==> src/rtl/wsum_pkg.sv <==
`timescale 1ns/1ps
package wsum_pkg;
  // weight of term idx = round((idx+1)/10 * 256)
  function automatic int unsigned wgt_of(int unsigned idx);
    return ((idx + 1) * 512 + 10) / 20;
  endfunction
endpackage

==> src/rtl/wsum_mul.sv <==
`timescale 1ns/1ps
module wsum_mul #(
  parameter int A_W = 8,
  parameter int B_W = 8,
  localparam int P_W = A_W + B_W
) (
  input  logic [A_W-1:0] a_i,
  input  logic [B_W-1:0] b_i,
  output logic [P_W-1:0] p_o
);
  assign p_o = P_W'(a_i) * P_W'(b_i);
endmodule

==> src/rtl/wsum_par.sv <==
`timescale 1ns/1ps
module wsum_par #(
  parameter int N_TERMS = 4,
  parameter int SCORE_W = 8,
  parameter int WGT_W   = 8,
  parameter int SUM_W   = 18
) (
  input  logic                       clk_i,
  input  logic                       rst_ni,
  input  logic [N_TERMS*SCORE_W-1:0] scores_i,
  output logic [SUM_W-1:0]           sum_o
);
  import wsum_pkg::*;
  localparam int P_W   = SCORE_W + WGT_W;
  localparam int NODES = 2 * N_TERMS - 1;

  logic [SUM_W-1:0] node [NODES];

  for (genvar i = 0; i < N_TERMS; i++) begin : g_leaf
    logic [P_W-1:0] prod;
    wsum_mul #(.A_W(SCORE_W), .B_W(WGT_W)) u_mul (
      .a_i (scores_i[i*SCORE_W +: SCORE_W]),
      .b_i (WGT_W'(wgt_of(i))),
      .p_o (prod)
    );
    assign node[N_TERMS-1+i] = SUM_W'(prod);
  end

  // heap-ordered reduction tree: N_TERMS-1 adders
  for (genvar k = 0; k < N_TERMS - 1; k++) begin : g_add
    assign node[k] = node[2*k+1] + node[2*k+2];
  end

  always_ff @(posedge clk_i or negedge rst_ni) begin
    if (!rst_ni) sum_o <= '0;
    else         sum_o <= node[0];
  end
endmodule

==> src/rtl/wsum_seq.sv <==
`timescale 1ns/1ps
module wsum_seq #(
  parameter int N_TERMS = 4,
  parameter int SCORE_W = 8,
  parameter int WGT_W   = 8,
  parameter int SUM_W   = 18
) (
  input  logic                       clk_i,
  input  logic                       rst_ni,
  input  logic                       start_i,
  input  logic [N_TERMS*SCORE_W-1:0] scores_i,
  output logic [SUM_W-1:0]           sum_o,
  output logic                       busy_o,
  output logic                       done_o
);
  import wsum_pkg::*;
  localparam int P_W    = SCORE_W + WGT_W;
  localparam int STEP_W = (N_TERMS > 1) ? $clog2(N_TERMS) : 1;
  localparam logic [STEP_W-1:0] LAST = STEP_W'(N_TERMS - 1);

  logic [SCORE_W-1:0] hold_q [N_TERMS];
  logic [WGT_W-1:0]   wtab   [N_TERMS];
  logic [STEP_W-1:0]  step_q;
  logic [SUM_W-1:0]   acc_q;
  logic               busy_q, done_q;
  logic [P_W-1:0]     prod;

  for (genvar i = 0; i < N_TERMS; i++) begin : g_wtab
    assign wtab[i] = WGT_W'(wgt_of(i));
  end

  wsum_mul #(.A_W(SCORE_W), .B_W(WGT_W)) u_mul (
    .a_i (hold_q[step_q]),
    .b_i (wtab[step_q]),
    .p_o (prod)
  );

  always_ff @(posedge clk_i or negedge rst_ni) begin
    if (!rst_ni) begin
      busy_q <= 1'b0;
      done_q <= 1'b0;
      step_q <= '0;
      acc_q  <= '0;
      for (int i = 0; i < N_TERMS; i++) hold_q[i] <= '0;
    end else begin
      done_q <= 1'b0;
      if (!busy_q) begin
        if (start_i) begin
          busy_q <= 1'b1;
          step_q <= '0;
          acc_q  <= '0;
          for (int i = 0; i < N_TERMS; i++) hold_q[i] <= scores_i[i*SCORE_W +: SCORE_W];
        end
      end else begin
        acc_q  <= acc_q + SUM_W'(prod);
        step_q <= step_q + 1'b1;
        if (step_q == LAST) begin
          busy_q <= 1'b0;
          done_q <= 1'b1;
          step_q <= '0;
        end
      end
    end
  end

  assign sum_o  = acc_q;
  assign busy_o = busy_q;
  assign done_o = done_q;
endmodule

==> src/rtl/wsum_top.sv <==
`timescale 1ns/1ps
module wsum_top #(
  parameter int N_TERMS = 4,
  parameter int SCORE_W = 8,
  parameter int WGT_W   = 8,
  localparam int SUM_W  = SCORE_W + WGT_W + $clog2(N_TERMS)
) (
  input  logic                       clk_i,
  input  logic                       rst_ni,
  input  logic                       start_i,
  input  logic [N_TERMS*SCORE_W-1:0] scores_i,
  output logic [SUM_W-1:0]           par_sum_o,
  output logic [SUM_W-1:0]           seq_sum_o,
  output logic                       seq_done_o
);
  logic seq_busy;

  wsum_par #(.N_TERMS(N_TERMS), .SCORE_W(SCORE_W), .WGT_W(WGT_W), .SUM_W(SUM_W)) u_par (
    .clk_i    (clk_i),
    .rst_ni   (rst_ni),
    .scores_i (scores_i),
    .sum_o    (par_sum_o)
  );

  wsum_seq #(.N_TERMS(N_TERMS), .SCORE_W(SCORE_W), .WGT_W(WGT_W), .SUM_W(SUM_W)) u_seq (
    .clk_i    (clk_i),
    .rst_ni   (rst_ni),
    .start_i  (start_i),
    .scores_i (scores_i),
    .sum_o    (seq_sum_o),
    .busy_o   (seq_busy),
    .done_o   (seq_done_o)
  );
endmodule

==> config.mk <==
export PLATFORM = sky130hd
export DESIGN_NAME = wsum_top
export DESIGN_NICKNAME = d
export VERILOG_FILES = /design/src/rtl/wsum_pkg.sv /design/src/rtl/wsum_mul.sv /design/src/rtl/wsum_par.sv /design/src/rtl/wsum_seq.sv /design/src/rtl/wsum_top.sv
export SDC_FILE = /design/constraint.sdc
export NUM_CORES = 1
export LEC_CHECK = 0
export ABC_CLOCK_PERIOD_IN_PS = 5450
export BUFFER_PORTS_ARGS = -buffer_cell sky130_fd_sc_hd__buf_2
export CAP_MARGIN = 10
export CORE_UTILIZATION = 40
export CTS_CLUSTER_DIAMETER = 80
export DETAILED_ROUTE_END_ITERATION = 8
export SYNTH_ARGS = -nofsm -noshare
export SYNTH_HDL_FRONTEND = slang
export SYNTH_SLANG_ARGS = --single-unit
==> constraint.sdc <==
create_clock -name clk_i -period 5.45 [get_ports clk_i]
set_input_delay 0.545 -clock clk_i [delete_from_list [all_inputs] [get_ports clk_i]]
set_output_delay 0.545 -clock clk_i [all_outputs]
set_load 0.1 [all_outputs]
==> summary.md <==
| Metric | Value |
|---|---|
| Status | `finished clean` |
| Reg2reg start | `u_seq.step_q[0]` |
| TritonCTS clock tree | `done` |
| Worst Skew | `9.05 ps` |
| Die height | `between 150 and 200 µm` |
| Routed wire length | `approximately 22 mm` |
| First-pass GRT wire length | `around 37 mm` |
| Synthesized cell area | `between 9000 and 10,000 µm²` |
| Count of cell types in the netlist | `slightly above 60` |
| Layout Nets | `1,474` |
| Hold Slack | `approximately 340 ps` |
| Prevailing post-synth register cell | `dfrtp_1` |
| Initial antenna violation count | `1` |
| Placed cell areas | `about 11,000 µm²` |
| Cells taking the most area after synthesis | `ha_1 (23%), fa_1 (20%), dfrtp_1 (18%)` |
| Synthesis-stage register bit count | `a little over 70` |
| Crit path cell chain | `buf_2, buf_4, ha_1, ha_1, fa_1, ha_1, a21oi_1, o21ai_1, a2111o_1, nand2_2, xor2_2, buf_4, fa_1, fa_1, inv_1, ha_4, and3_1, a221oi_4, nor2_1, a211oi_2, o21bai_1` |
| Setup slack, reg-to-reg | `about 330 ps` |
| Vias per cell | `a little under 5` |
| Horiz. Die Dim | `approximately 160 µm` |
| Kind of critical path | `in2reg` |
| Post-synthesis compound-gate area fraction | `0.119` |
| GP Congestion | `~0.85` |
| Synth top area share | `0.228` |
| R2R Path End | `u_seq.sum_o[16]` |
| Slowest CP cell | `fa_1` |
| Final Cycle Share | `0.958` |
| Die area | `25,100 µm²` |
| Via count | `around 7,300` |
| Top delay family on crit path | `adder cells` |
| Tmin final | `5220 ps` |
| Synth cell count leaders | `inv_1 (218), ha_1 (178), fa_1 (99)` |
| Largest family of logic cells by synthesized area | `adder cells` |
| Post-placement setup slack | `-443 ps` |
| Ys Warns | `0` |
| Crit path buf inv count | `4` |
| Most numerous cell in the Yosys netlist | `inv_1` |
| Final design utilization | `0.495` |
| Mean post-synth cell area | `9.75 µm²` |
| Hold Fails Final Rpt | `0` |
| Slowest stage delay, CP | `around 540 ps` |
| Setup violators final | `0` |
| PortBufs | `70` |
| Area occupied by multi-input gates | `approximately 7400 µm²` |
| Num CTS Buffers | `9` |
| Final Cell Area | `between 10,000 and 15,000 µm²` |
| Min-delay worst type | `in2async` |
| Cells after synthesis | `1,004` |
| Largest net degree at the start of global routing | `72` |
| Startpoint types | `input port` |
| Setup ws final | `227 ps` |
| Cts hold-fix bufs | `0` |
| Crit path max fanout | `3` |
| CP arrival | `between 5000 and 6000 ps` |
| Post-Synth Simple-Gate Area | `0.0752` |
| DR iter-0 viols | `290` |
| Reg area | `1780 µm²` |
| Number of flops mapped to enable cells by yosys | `0` |
| Htree depth | `3` |
| Syn_nets | `1,316` |
| CTS root buf | `clkbuf_16` |
| Initial core utilization | `0.412` |
| Row count | `56` |
| I/O pins | `72` |
| Layout cells sized above 1 | `0.229` |
| Post-synthesis sequential area ratio | `0.182` |
| Max Cap Violations | `0` |
| Hpwl dp | `approximately 18 mm` |
| GR Util All Layers | `0.191` |
| FILL cells | `~2,200` |
| Grt total ovfl | `0` |
| Mux contribution to synthesized area | `0.0559` |
| Vias in the first global route | `between 7,000 and 8,000` |
| Register-to-Register Path Depth | `18` |
| Clock transition at the registers of the reported paths | `approximately 70 ps` |
| First-pass iteration count of the detailed router | `5` |
| Adder-cell share of the synthesized area | `0.430` |
| Slew Limit Fails | `0` |
| Residual DRC | `0` |
| DR WL/cell | `~15 µm` |
| Synth area leader | `ha_1` |
| Area delta synth->final | `20.3%` |
| Ys async rst share | `1.00` |
| Worst slew pin tran | `roughly 960 ps` |
| CP endpoint kind | `register` |
| F_max | `approximately 190 MHz` |
| Xor/xnor share of the synthesized area | `0.0465` |
| Clock tree buffer depth | `2` |
| Core Region | `about 24,000 µm²` |
| Worst EP required | `roughly 5700 ps` |
| Total clock sinks | `71` |
| Final ANT Viol Nets | `0` |
| Worst-Skew Late Latency | `between 300 and 400 ps` |
| Slew margin rel. | `0.357` |
==> registers in the layout, summed over array words and instances (netlist names) <==
signal / count
u_seq.sum_o: 18
u_par.sum_o: 17
u_seq.step_q: 2
u_seq.done_o: 1
u_seq.busy_o: 1
u_seq.hold_q: 32
==> layout by cell type (no fill, tap or decap), types with 11 or more instances in the layout <==
cell type	instances
fa_1	99
o21a_1	11
buf_2	69
o21ai_0	19
nor2_1	32
xor2_1	22
nand2_1	35
xnor2_1	28
a21o_1	13
a21oi_1	36
inv_1	217
nand2b_1	24
mux2_2	37
mux2i_1	13
dfrtp_1	70
buf_4	96
o21bai_1	14
ha_4	13
nor2b_1	11
o21ai_1	12
ha_1	163
==> how the worst max path moves through the flow <==
stage                            start         endpoint  slack, ps  cells past startpoint
after floorplan           scores_i[25]  u_par.sum_o[16]          4                     18
after global placement    scores_i[29]  u_par.sum_o[16]       -350                     19
after detailed placement  scores_i[25]  u_par.sum_o[16]       -440                     19
after CTS                 scores_i[11]  u_par.sum_o[16]          2                     21
after global routing      scores_i[14]  u_par.sum_o[14]        -20                     21
final                     scores_i[12]  u_par.sum_o[16]        230                     21
==> per-stage QoR <==
step | instances | setup TNS, ps
floorplan | 1004 | 0
global placement | 1470 | -1530
detailed placement | 1470 | -1850
CTS | 1486 | 0
global route | 1486 | -36.1
finish | 1487 | 0
==> cells by family (layout without fill, tap and decap cells) <==
family,after synthesis,in the layout
muxes,50,50
other,1,2
and+or+nand+nor,147,147
buffers and inverters,237,400
DFF,71,71
adders and majority gates,277,277
xor gates and xnor gates,52,52
AOI/OAI and AO/OA,169,169
==> final cells by class <==
class | count | area share
Antenna cell | 1 | 0.000213
Clock buffer | 9 | 0.0191
Clock inverter | 7 | 0.00670
Inverter | 218 | 0.0695
Multi-Input combinational cell | 696 | 0.627
Sequential cell | 71 | 0.151
Tap cell | 319 | 0.0339
Timing Repair Buffer | 166 | 0.0923
==> per-layer routing <==
| metal | vias up | global-route usage | part of all wire |
|---|---|---|---|
| met5 | - | 0 | 0 |
| met4 | 0 | 0.0513 | 0.011 |
| met3 | 13 | 0.0201 | 0.028 |
| met2 | 85 | 0.298 | 0.45 |
| met1 | 3560 | 0.280 | 0.51 |
| li1 | 3613 | - | - |
==> timing repair <==
item                       in CTS  in global routing
resized for setup               2                 31
setup endpoints to repair       1                  7
gates cloned                    0                  0
setup buffers                   0                  0
pin swaps                       1                 18
Power is not shown: default switching activity piles up to over one toggle a cycle in this logic, so the estimate is an artifact.
